### src/rtl/tsim_pkg.sv
package tsim_pkg;

    localparam int STEP_W = 16;
    localparam int SUM_W  = STEP_W + 2;

    typedef logic [STEP_W-1:0] step_t;

    typedef enum logic [1:0] {
        ST_IDLE = 2'd0,
        ST_LOAD = 2'd1,
        ST_RUN  = 2'd2,
        ST_DONE = 2'd3
    } seq_st_e;

    typedef struct packed {
        logic clr;
        logic inc_prod;
        logic inc_err;
    } tally_cmd_t;

    // Signed sum of an unsigned delay and a signed adjustment, clamped to step range.
    function automatic step_t sat_arrival(input step_t d, input logic [STEP_W-1:0] adj);
        logic signed [SUM_W-1:0] s;
        s = $signed({2'b00, d}) + $signed({{2{adj[STEP_W-1]}}, adj});
        if (s < 0)
            return '0;
        else if (s > $signed({2'b00, {STEP_W{1'b1}}}))
            return {STEP_W{1'b1}};
        else
            return s[STEP_W-1:0];
    endfunction

endpackage

### src/rtl/tsim_step_ctr.sv
module tsim_step_ctr
    import tsim_pkg::*;
(
    input  logic  clk,
    input  logic  rst,
    input  logic  run,
    input  step_t period_len,
    output step_t step,
    output logic  at_end
);

    step_t peff;

    always_comb begin
        peff   = (period_len == '0) ? step_t'(1) : period_len;
        at_end = run && (step == peff);
    end

    always_ff @(posedge clk) begin
        if (rst || !run)
            step <= '0;
        else if (at_end)
            step <= '0;
        else
            step <= step + step_t'(1);
    end

    // every running step below the end advances by exactly one
    a_r3_step_plus_one: assert property (@(posedge clk) disable iff (rst)
        (run && !at_end) |=> (!run || step == $past(step) + step_t'(1)));

    // the counter never passes the effective period
    a_r3_within_period: assert property (@(posedge clk) disable iff (rst)
        run |-> (step <= peff));

endmodule

### src/rtl/tsim_arrival.sv
module tsim_arrival
    import tsim_pkg::*;
(
    input  logic              clk,
    input  logic              rst,
    input  logic              load,
    input  step_t             dly,
    input  logic [STEP_W-1:0] adj,
    output step_t             arr
);

    always_ff @(posedge clk) begin
        if (rst)
            arr <= '0;
        else if (load)
            arr <= sat_arrival(dly, adj);
    end

endmodule

### src/rtl/tsim_tally.sv
module tsim_tally
    import tsim_pkg::*;
#(
    parameter int CNT_W = 32
) (
    input  logic             clk,
    input  logic             rst,
    input  tally_cmd_t       cmd,
    output logic [CNT_W-1:0] prod_cnt,
    output logic [CNT_W-1:0] err_cnt
);

    localparam int NUM_CTR = 2;
    localparam logic [CNT_W-1:0] CNT_MAX = {CNT_W{1'b1}};

    logic [NUM_CTR-1:0]  inc;
    logic [CNT_W-1:0]    val [NUM_CTR];

    assign inc = {cmd.inc_err, cmd.inc_prod};

    for (genvar g = 0; g < NUM_CTR; g++) begin : g_ctr
        always_ff @(posedge clk) begin
            if (rst || cmd.clr)
                val[g] <= '0;
            else if (inc[g] && val[g] != CNT_MAX)
                val[g] <= val[g] + CNT_W'(1);
        end

        // a tally only moves up, except on clear
        a_r9_no_wrap: assert property (@(posedge clk) disable iff (rst)
            !$past(cmd.clr) |-> (val[g] >= $past(val[g])));
    end

    assign prod_cnt = val[0];
    assign err_cnt  = val[1];

    // an error is only ever counted together with a produced output
    a_r6_err_with_prod: assert property (@(posedge clk) disable iff (rst)
        (!$past(cmd.clr) && err_cnt != $past(err_cnt)) |->
            (prod_cnt != $past(prod_cnt) || prod_cnt == CNT_MAX));

endmodule

### src/rtl/tsim_seq.sv
module tsim_seq
    import tsim_pkg::*;
#(
    parameter int NP_W  = 32,
    parameter int IDX_W = 4
) (
    input  logic             clk,
    input  logic             rst,
    input  logic             start,
    input  logic             stop,
    input  logic [NP_W-1:0]  num_periods,
    input  logic             dly_valid,
    input  logic             at_end,
    input  logic             ind_ok,
    output seq_st_e          st,
    output logic             load,
    output logic [IDX_W-1:0] idx,
    output logic             period_end,
    output tally_cmd_t       tcmd
);

    logic [NP_W-1:0] pidx;
    logic            start_ok;
    logic            last;

    always_comb begin
        start_ok        = start && (st == ST_IDLE || st == ST_DONE);
        load            = (st == ST_LOAD) && dly_valid && !stop;
        period_end      = (st == ST_RUN) && at_end && !stop;
        last            = (pidx + NP_W'(1)) == num_periods;
        idx             = pidx[IDX_W-1:0];
        tcmd.clr        = start_ok;
        tcmd.inc_prod   = period_end;
        tcmd.inc_err    = period_end && !ind_ok;
    end

    always_ff @(posedge clk) begin
        if (rst) begin
            st   <= ST_IDLE;
            pidx <= '0;
        end else begin
            case (st)
                ST_IDLE, ST_DONE: begin
                    if (start_ok) begin
                        pidx <= '0;
                        st   <= (num_periods == '0) ? ST_DONE : ST_LOAD;
                    end
                end
                ST_LOAD: begin
                    if (stop)
                        st <= ST_IDLE;
                    else if (dly_valid)
                        st <= ST_RUN;
                end
                ST_RUN: begin
                    if (stop) begin
                        st <= ST_IDLE;
                    end else if (at_end) begin
                        if (last) begin
                            st <= ST_DONE;
                        end else begin
                            pidx <= pidx + NP_W'(1);
                            st   <= ST_LOAD;
                        end
                    end
                end
                default: st <= ST_IDLE;
            endcase
        end
    end

    // done only appears after a final period or an empty run
    a_r7_done_source: assert property (@(posedge clk) disable iff (rst)
        $rose(st == ST_DONE) |-> ($past(period_end) || $past(num_periods == '0)));

    // an unanswered delay request stays up
    a_r2_req_held: assert property (@(posedge clk) disable iff (rst)
        (st == ST_LOAD && !dly_valid && !stop) |=> (st == ST_LOAD));

    // stop during a run lands in idle
    a_r8_stop_idle: assert property (@(posedge clk) disable iff (rst)
        (stop && (st == ST_LOAD || st == ST_RUN)) |=> (st == ST_IDLE));

endmodule

### src/rtl/tstep_sim_ctrl.sv
module tstep_sim_ctrl
    import tsim_pkg::*;
#(
    parameter int CNT_W = 32,
    parameter int NP_W  = 32,
    parameter int IDX_W = 4
) (
    input  logic              clk,
    input  logic              rst,
    input  logic              start,
    input  logic              stop,
    input  logic [15:0]       period_len,
    input  logic [NP_W-1:0]   num_periods,
    input  logic [15:0]       droop_adj,
    input  logic              evt_active,
    output logic              dly_req,
    output logic [IDX_W-1:0]  dly_idx,
    input  logic              dly_valid,
    input  logic [15:0]       dly_data,
    output logic [15:0]       step_cnt,
    output logic              out_valid,
    output logic              period_end,
    output logic              busy,
    output logic              done,
    output logic [CNT_W-1:0]  prod_cnt,
    output logic [CNT_W-1:0]  err_cnt
);

    seq_st_e    st;
    logic       load;
    logic       at_end;
    logic       running;
    step_t      step;
    step_t      arr;
    tally_cmd_t tcmd;

    assign running   = (st == ST_RUN);
    assign out_valid = running && (step >= arr) && !evt_active;
    assign dly_req   = (st == ST_LOAD);
    assign busy      = (st == ST_LOAD) || (st == ST_RUN);
    assign done      = (st == ST_DONE);
    assign step_cnt  = step;

    tsim_seq #(.NP_W(NP_W), .IDX_W(IDX_W)) u_seq (
        .clk         (clk),
        .rst         (rst),
        .start       (start),
        .stop        (stop),
        .num_periods (num_periods),
        .dly_valid   (dly_valid),
        .at_end      (at_end),
        .ind_ok      (out_valid),
        .st          (st),
        .load        (load),
        .idx         (dly_idx),
        .period_end  (period_end),
        .tcmd        (tcmd)
    );

    tsim_step_ctr u_step (
        .clk        (clk),
        .rst        (rst),
        .run        (running),
        .period_len (period_len),
        .step       (step),
        .at_end     (at_end)
    );

    tsim_arrival u_arr (
        .clk  (clk),
        .rst  (rst),
        .load (load),
        .dly  (dly_data),
        .adj  (droop_adj),
        .arr  (arr)
    );

    tsim_tally #(.CNT_W(CNT_W)) u_tally (
        .clk      (clk),
        .rst      (rst),
        .cmd      (tcmd),
        .prod_cnt (prod_cnt),
        .err_cnt  (err_cnt)
    );

    // the indicator never shows valid outside a running period
    a_r5_idle_invalid: assert property (@(posedge clk) disable iff (rst)
        !busy |-> !out_valid);

    // reset leaves the block idle with empty tallies
    a_r1_reset_idle: assert property (@(posedge clk)
        $past(rst) |-> (!busy && !done && prod_cnt == '0 && err_cnt == '0));

endmodule

### config.mk
export PLATFORM = sky130hd
export DESIGN_NAME = tstep_sim_ctrl
export DESIGN_NICKNAME = d
export VERILOG_FILES = /design/src/rtl/tsim_pkg.sv /design/src/rtl/tsim_step_ctr.sv /design/src/rtl/tsim_arrival.sv /design/src/rtl/tsim_tally.sv /design/src/rtl/tsim_seq.sv /design/src/rtl/tstep_sim_ctrl.sv
export SDC_FILE = /design/constraint.sdc
export NUM_CORES = 1
export LEC_CHECK = 0
export ABC_AREA = 1
export BUFFER_PORTS_ARGS = -buffer_cell sky130_fd_sc_hd__buf_2
export CAP_MARGIN = 15
export CORE_ASPECT_RATIO = 1.4
export CORE_UTILIZATION = 50
export CTS_CLUSTER_DIAMETER = 150
export DETAILED_ROUTE_END_ITERATION = 10
export GPL_TIMING_DRIVEN = 0
export MAX_ROUTING_LAYER = met4
export PLACE_DENSITY = 0.72
export SYNTH_ARGS = -nofsm -noshare
export SYNTH_HDL_FRONTEND = slang
export SYNTH_HIERARCHICAL = 1
export SYNTH_SLANG_ARGS = --single-unit
### constraint.sdc
create_clock -name clk -period 4.15 [get_ports clk]
set_input_delay 0.6225 -clock clk [delete_from_list [all_inputs] [get_ports clk]]
set_output_delay 0.6225 -clock clk [all_outputs]
set_load 0.1 [all_outputs]
==> out/metrics.yaml, run 1 <==
setup_path:
  crit_path_cell_trace: "inv_1, nand2_1, nand2_1, nor4_1, nand4_1, nor2_1, inv_1, nor3_1, nand2_1, nand2_1, buf_16"
  timing.critical_path.fanout_max: 18
  critical_path_buf_inv_count: 3
  r2r-start: "u_step/step[10]$_SDFF_PP0_"
  cp_slowest_stage_delay_ns: 0.55
  path_delay_family: "simple AND/OR/NAND/NOR gates"
  worst-setup-path-type: "flip-flop to flip-flop"
  critical-path-top-cell-by-count: "sky130_fd_sc_hd__nand2_1"
  cp_slowest_cell: "sky130_fd_sc_hd__nand2_1"
  critical_path_source_type: "flip-flop"
  timing.critical_path.to_type: "flip-flop"
  cp_data_arrival_time_ns: 3.56
  cp.required_ns: 4.29
  timing.critical_path.from: "u_step/step[10]$_SDFF_PP0_"
layout:
  finish.net_count: 2028
  syn_to_final_growth_pct: 16.84
  post-route-cell-area_um2: 12690
  final_layout_size_suffix_gt1_share_pct: 17.15
synthesis:
  fraction_of_the_mapped_netlist_area_in_compound_gates_pct: 5.228
  synth_edf_count: 64
  synthesis.area_per_instance_um2: 6.376
  postSynth.asyncResetShare_pct: 0
  yosysUniqueCellTypes: 46
  synth.ff_latch_count: 130
  synth_top_family_by_area: "simple AND/OR/NAND/NOR gates"
  synth_fa_ha_area_share_pct: 5.021
  synth_top_flop_cell: "sky130_fd_sc_hd__dfxtp_1"
  portion_of_the_post_synthesis_area_used_by_sequential_elements_pct: 29.85
  mappedNetlistArea_um2: 10870
  synth-simple-area-share_pct: 45.00
  synth.net_count: 1833
  number_of_cells_produced_by_synthesis: 1704
  ys_warn_count: 6
  synth_xor_area_share_pct: 5.378
  muxShareOfSynthArea_pct: 0
sta:
  finClkSkew_ns: 0.01008
  fmax_ghz: 0.2917
  relSlewSlack_pct: 51.67
  post-route-min-period_ns: 3.428
  setup_violators_final: 0
  fin_crit_sh_pct: 82.61
  finalHoldViolations: 0
  worstMarginPinSlew_ns: 0.7249
  timing_max_transition_violations_final: 0
  rsz_0062_raised_after_global_routing: "false"
  setup_tns_final_ns: 0
place:
  portBuffers: 174
  gp_congestion: 0.9507
  place_hpwl_um: 23750
  dpl_cell_area_um2: 12120
cts:
  tritoncts: "done"
  cts_made_buffers: 17
  clock_sinks: 130
  clockBufferDepth: 2
  cts-resized-gates: 0
  cts_hold_repair.buffers: 0
  worstSkewPairLatency_ns: 0.43
  htreeDepth: 4
  postCtsSetupRepairBufs: 0
  clk_root_buffer_cell: "sky130_fd_sc_hd__clkbuf_16"
  clkTransAtPathRegs_ns: 0.06
status:
  status: "finished, final reports clean"
global_route:
  grt_overflow: 0
  global_route.usage.total_pct: 27.77
  grt_start_max_net_pins: 22
  grt_antenna_before_repair: 2
  first_global_vias: 10470
  grt_first_pass_wirelength_um: 47760
route:
  routed_via_density: 5.111
  num_vias: 11112
  wire_per_inst_um: 13.69
  drtAntennaViolNets: 0
  initialDrtViolationCount: 554
  detail_route.drc_violations: 0
  drt_pre_antenna_iters: 5
  drt-total-wl_um: 29760
floorplanning:
  floorplan.die.height_um: 176.4
  floorplan.io_pins: 175
  initial_core_util_pct: 51.05
  die_w_um: 126.6
  fp.dieArea_um2: 22330
  number_of_core_rows: 63
  floorplan.core_area_um2: 21280
power:
  power.combinational.fraction_pct: 48.5
  pwr-share-seq_pct: 29.3
  peakVddDrop_mv: 0.3220
  power_switching_uw: 3258
  cellPowerDensity_nw_per_um2: 515.2
  p_int_uw: 3282
  cell_leakage_power_uw: 0.005714
  p_clk_share_pct: 22.1
  power_switching_share_pct: 49.81
run:
  drv.max_cap_violation_count: 0
worst_hold_path:
  worstHoldPathType: "flip-flop to flip-flop"
  timing.hold.worst.start: "u_arr/arr[12]$_SDFFE_PP0P_"
cell type report:
cell class	instances	area, um2
fillers	2156	8588
multi-input cells	1334	6595
flip-flops and latches	130	3243
repair buffers	176	925.9
inverters	208	780.7
clock buffers	21	491.7
well taps	260	325.3
plain buffers	32	254.0
clock inverters	11	73.82
diodes	2	5.005
synthesized netlist by cell type (20+ instances only):
cell type / number / share of area [%]
sky130_fd_sc_hd__xor2_1: 33 / 2.7
sky130_fd_sc_hd__edfxtp_1: 64 / 18
sky130_fd_sc_hd__dfxtp_1: 66 / 12
sky130_fd_sc_hd__ha_1: 42 / 4.8
sky130_fd_sc_hd__inv_1: 202 / 7.0
sky130_fd_sc_hd__xnor2_1: 26 / 2.1
sky130_fd_sc_hd__nor2_1: 315 / 11
sky130_fd_sc_hd__nand3b_1: 20 / 1.4
sky130_fd_sc_hd__nand3_1: 109 / 5.0
sky130_fd_sc_hd__nor2_2: 27 / 1.6
sky130_fd_sc_hd__a21oi_1: 57 / 2.6
sky130_fd_sc_hd__nand2_1: 576 / 20
stage by stage:
step / std cells / power [uW] / worst slack [ns] / hold slack (ns) / utilization (%)
6_report: 2174 / 6540 / 0.7216 / 0.4660 / 59.65
5_1_grt: 2174 / 6924 / 0.4299 / 0.4902 / 59.65
4_1_cts: 2172 / 6565 / 0.6704 / 0.4697 / 59.62
3_5_place_dp: 2140 / 5105 / 0.6698 / 0.4598 / 56.97
3_3_place_gp: 2138 / 5034 / 0.3910 / 0.4544 / 56.71
2_1_floorplan: 1704 / 4465 / 0.09769 / 0.4453 / -
cell families (layout without fill, tap and decap cells):
kind of cell | Yosys count | in the layout
other | 0 | 2
adders and majority gates | 43 | 43
AOI/OAI and AO/OA | 95 | 95
and+or+nand+nor | 1134 | 1134
DFF | 130 | 130
xor gates and xnor gates | 62 | 62
buffers and inverters | 240 | 448
cell usage in the layout, fill, tap and decap left out, types with 7 or more instances in the layout:
cell	n
sky130_fd_sc_hd__nand2_1	576
sky130_fd_sc_hd__a21oi_2	12
sky130_fd_sc_hd__a21oi_1	57
sky130_fd_sc_hd__dfxtp_1	66
sky130_fd_sc_hd__nor2_4	14
sky130_fd_sc_hd__nand2_2	17
sky130_fd_sc_hd__buf_2	175
sky130_fd_sc_hd__inv_1	202
sky130_fd_sc_hd__nand3b_1	20
sky130_fd_sc_hd__buf_6	14
sky130_fd_sc_hd__o21ai_0	16
sky130_fd_sc_hd__edfxtp_1	64
sky130_fd_sc_hd__nor2_2	27
sky130_fd_sc_hd__nand4_1	14
sky130_fd_sc_hd__xnor2_1	26
sky130_fd_sc_hd__nor3_1	10
sky130_fd_sc_hd__clkbuf_16	18
sky130_fd_sc_hd__nor2_1	314
sky130_fd_sc_hd__or2_2	7
sky130_fd_sc_hd__buf_4	7
sky130_fd_sc_hd__ha_1	42
sky130_fd_sc_hd__xor2_1	33
sky130_fd_sc_hd__nand3_1	109
power by group through the flow:
stage	sequential, uW	clock, uW	combinational [uW]
3_5_place_dp	1940	0	3160
3_3_place_gp	1940	0	3090
2_1_floorplan	2820	0	1640
4_1_cts	1920	1480	3170
5_1_grt	1960	1520	3450
6_report	1920	1450	3170
worst paths after layout:
check,to,slack [ns],cells after the start
setup / recovery,u_tally/val[1][19]$_SDFFCE_PN0P_,0.72,11
hold / removal,u_arr/arr[12]$_SDFFE_PP0P_,0.47,2
setup reg to reg,u_tally/val[1][19]$_SDFFCE_PN0P_,0.72,11
hold reg to reg,u_arr/arr[12]$_SDFFE_PP0P_,0.47,2
worst register-to-register path, stage by stage, from the launching register on:
cell and delay (ns):
sky130_fd_sc_hd__dfxtp_1 0.49, sky130_fd_sc_hd__inv_1 0.19, sky130_fd_sc_hd__nand2_1 0.10, sky130_fd_sc_hd__nand2_1 0.05, sky130_fd_sc_hd__nor4_1 0.33, sky130_fd_sc_hd__nand4_1 0.16
sky130_fd_sc_hd__nor2_1 0.27, sky130_fd_sc_hd__inv_1 0.14, sky130_fd_sc_hd__nor3_1 0.50, sky130_fd_sc_hd__nand2_1 0.10, sky130_fd_sc_hd__nand2_1 0.55, sky130_fd_sc_hd__buf_16 0.24
state kept, by name (all words and copies together), names as in the netlist:
| signal | count |
|---|---|
| u_tally/val | 64 |
| u_seq/st | 2 |
| u_arr/arr | 16 |
| u_seq/pidx | 32 |
| u_step/step | 16 |
per-layer routing:
layer	track usage [%]	routed length (um)	up-vias
met1	28.08	11470	5013
met4	12.85	1024	0
met3	4.667	1501	66
met5	-	0	-
li1	-	-	5722
met2	51.80	15770	311
Note: power is estimated with default switching activity, not from simulation.
==> run 2, diff against run 1 <==
PLACE_DENSITY = 0.75   (was 0.72)
clock period = 2.8 ns   (was 4.15 ns; I/O delays follow)
==> out/metrics.yaml, run 2 (synthesis results as in run 1) <==
route:
  initialDrtViolationCount: 591
  drt_pre_antenna_iters: 6
  detail_route.drc_violations: 0
  drtAntennaViolNets: 0
  num_vias: 11281
  wire_per_inst_um: 13.87
  drt-total-wl_um: 30310
  routed_via_density: 5.161
cts:
  worstSkewPairLatency_ns: 0.43
  clockBufferDepth: 2
  cts_made_buffers: 17
  htreeDepth: 4
  tritoncts: "done"
  clock_sinks: 130
  clkTransAtPathRegs_ns: 0.06
  clk_root_buffer_cell: "sky130_fd_sc_hd__clkbuf_16"
layout:
  most_flops_register: "u_tally/val"
  top_regs: "u_tally/val (64), u_seq/pidx (32)"
  final_layout_size_suffix_gt1_share_pct: 21.34
  layout_commonest_cell: "sky130_fd_sc_hd__nand2_1"
  largest_reg_flops: 64
  finish.net_count: 2042
  layout.cells.most_common_list: "sky130_fd_sc_hd__nand2_1 (546), sky130_fd_sc_hd__nor2_1 (305), sky130_fd_sc_hd__inv_1 (201)"
  num_antenna_cells: 0
  syn_to_final_growth_pct: 20.67
floorplanning:
  fp.dieArea_um2: 22330
  number_of_core_rows: 63
  floorplan.core_area_um2: 21280
  floorplan.io_pins: 175
  die_w_um: 126.6
  floorplan.die.height_um: 176.4
  initial_core_util_pct: 51.05
setup_path:
  timing.critical_path.to_type: "flip-flop"
  timing.critical_path.fanout_max: 7
  worst-setup-path-type: "flip-flop to flip-flop"
  cp.required_ns: 3.12
  timing.critical_path.from: "u_seq/pidx[0]$_SDFFE_PP0P_"
  cp_data_arrival_time_ns: 3.10
  reg2reg_slack_ns: 0.02
  r2r-start: "u_seq/pidx[0]$_SDFFE_PP0P_"
  critical_path_source_type: "flip-flop"
sta:
  finalHoldViolations: 0
  fmax_ghz: 0.3599
  post-route-min-period_ns: 2.779
  timing_max_transition_violations_final: 0
  fin_crit_sh_pct: 99.24
  worstMarginPinSlew_ns: 0.7013
  finClkSkew_ns: 0.009517
  relSlewSlack_pct: 53.24
  rsz_0062_raised_after_global_routing: "true"
  setup_violators_final: 0
  setup_tns_final_ns: 0
global_route:
  grt_first_pass_wirelength_um: 48530
  grt_start_max_net_pins: 33
  first_global_vias: 10796
  global_route.usage.total_pct: 28.07
  grt_antenna_before_repair: 0
  grt_overflow: 0
power:
  cellPowerDensity_nw_per_um2: 771.6
  peakVddDrop_mv: 0.7073
  total_power_uw: 10120
  cell_leakage_power_uw: 0.005828
place:
  place_hpwl_um: 23570
  gp_congestion: 0.9549
  portBuffers: 174
worst_hold_path:
  timing.hold.worst.start: "stop"
  worstHoldPathType: "input pin to flip-flop"
status:
  status: "finished, final reports clean"
run:
  drv.max_cap_violation_count: 0
==> run 2: path summary, 6_finish.rpt <==
| kind | to | cells past startpoint |
|---|---|---|
| max reg2reg | u_seq/pidx[11]$_SDFFE_PP0P_ | 21 |
| max | u_seq/pidx[11]$_SDFFE_PP0P_ | 21 |
| min | u_seq/st[1]$_SDFFE_PP0P_ | 6 |
| min reg2reg | u_arr/arr[12]$_SDFFE_PP0P_ | 2 |
==> run 2: metal layers <==
metal	GRT usage [%]	wire, um	vias to the layer above
met5	-	0	-
met4	14.36	1136	0
met3	4.667	1497	77
met2	51.08	15600	336
met1	28.94	12080	5124
li1	-	-	5744
==> run 2: power by group <==
part | internal (uW) | switching [uW] | leakage [uW] | total [uW]
combinational | 1460 | 3750 | 0.00433 | 5210
sequential | 2420 | 456 | 0.00125 | 2880
clock | 1190 | 839 | 0.000255 | 2030
==> run 2: area by class of cell <==
type	count	area (um2)
Fill cell	2059	8172
Multi-Input combinational cell	1335	6827
Sequential cell	130	3316
Timing Repair Buffer	189	1064
Inverter	208	784.5
Clock buffer	18	429.2
Tap cell	260	325.3
Buffer	32	269.0
Clock inverter	14	97.59
==> run 2: worst max-delay path: stages (launching register included) <==
cell	delay, ns
sky130_fd_sc_hd__dfxtp_4	0.37
sky130_fd_sc_hd__ha_4	0.18
sky130_fd_sc_hd__nand2_4	0.08
sky130_fd_sc_hd__nor2_4	0.05
sky130_fd_sc_hd__buf_4	0.14
sky130_fd_sc_hd__nand3_2	0.14
sky130_fd_sc_hd__clkinv_1	0.18
sky130_fd_sc_hd__nand2_1	0.12
sky130_fd_sc_hd__nand2_1	0.07
sky130_fd_sc_hd__nand2_1	0.06
sky130_fd_sc_hd__nand2_1	0.04
sky130_fd_sc_hd__nor2_1	0.13
sky130_fd_sc_hd__nand3_1	0.11
sky130_fd_sc_hd__nor2_2	0.17
sky130_fd_sc_hd__nand3_2	0.15
sky130_fd_sc_hd__nand2_2	0.11
sky130_fd_sc_hd__nand2_4	0.09
sky130_fd_sc_hd__nand2_8	0.14
sky130_fd_sc_hd__clkbuf_16	0.17
sky130_fd_sc_hd__nand2_2	0.04
sky130_fd_sc_hd__nand2_1	0.06
sky130_fd_sc_hd__nor2_1	0.05
==> run 2: per-stage QoR <==
step,hold WS (ns),setup slack (ns),cells,instance area (um2),util (%)
after floorplan,0.4453,0.001736,1704,10950,-
after global placement,0.4551,-0.2188,2138,12150,57.09
after detailed placement,0.4577,-0.2270,2138,12150,57.09
after CTS,0.4243,0.01067,2171,12720,59.76
after global routing,0.4657,-0.09434,2186,13110,61.60
final,0.4463,0.02121,2186,13110,61.60
==> run 2: timing repair <==
action / in CTS / in global routing
endpoints found under the hold margin: 0 / 0
setup endpoints to repair: 33 / 79
cloned: 0 / 4
resized for setup: 10 / 68
pin swaps: 2 / 33
hold buffers: 0 / 0
buffers inserted: 1 / 11
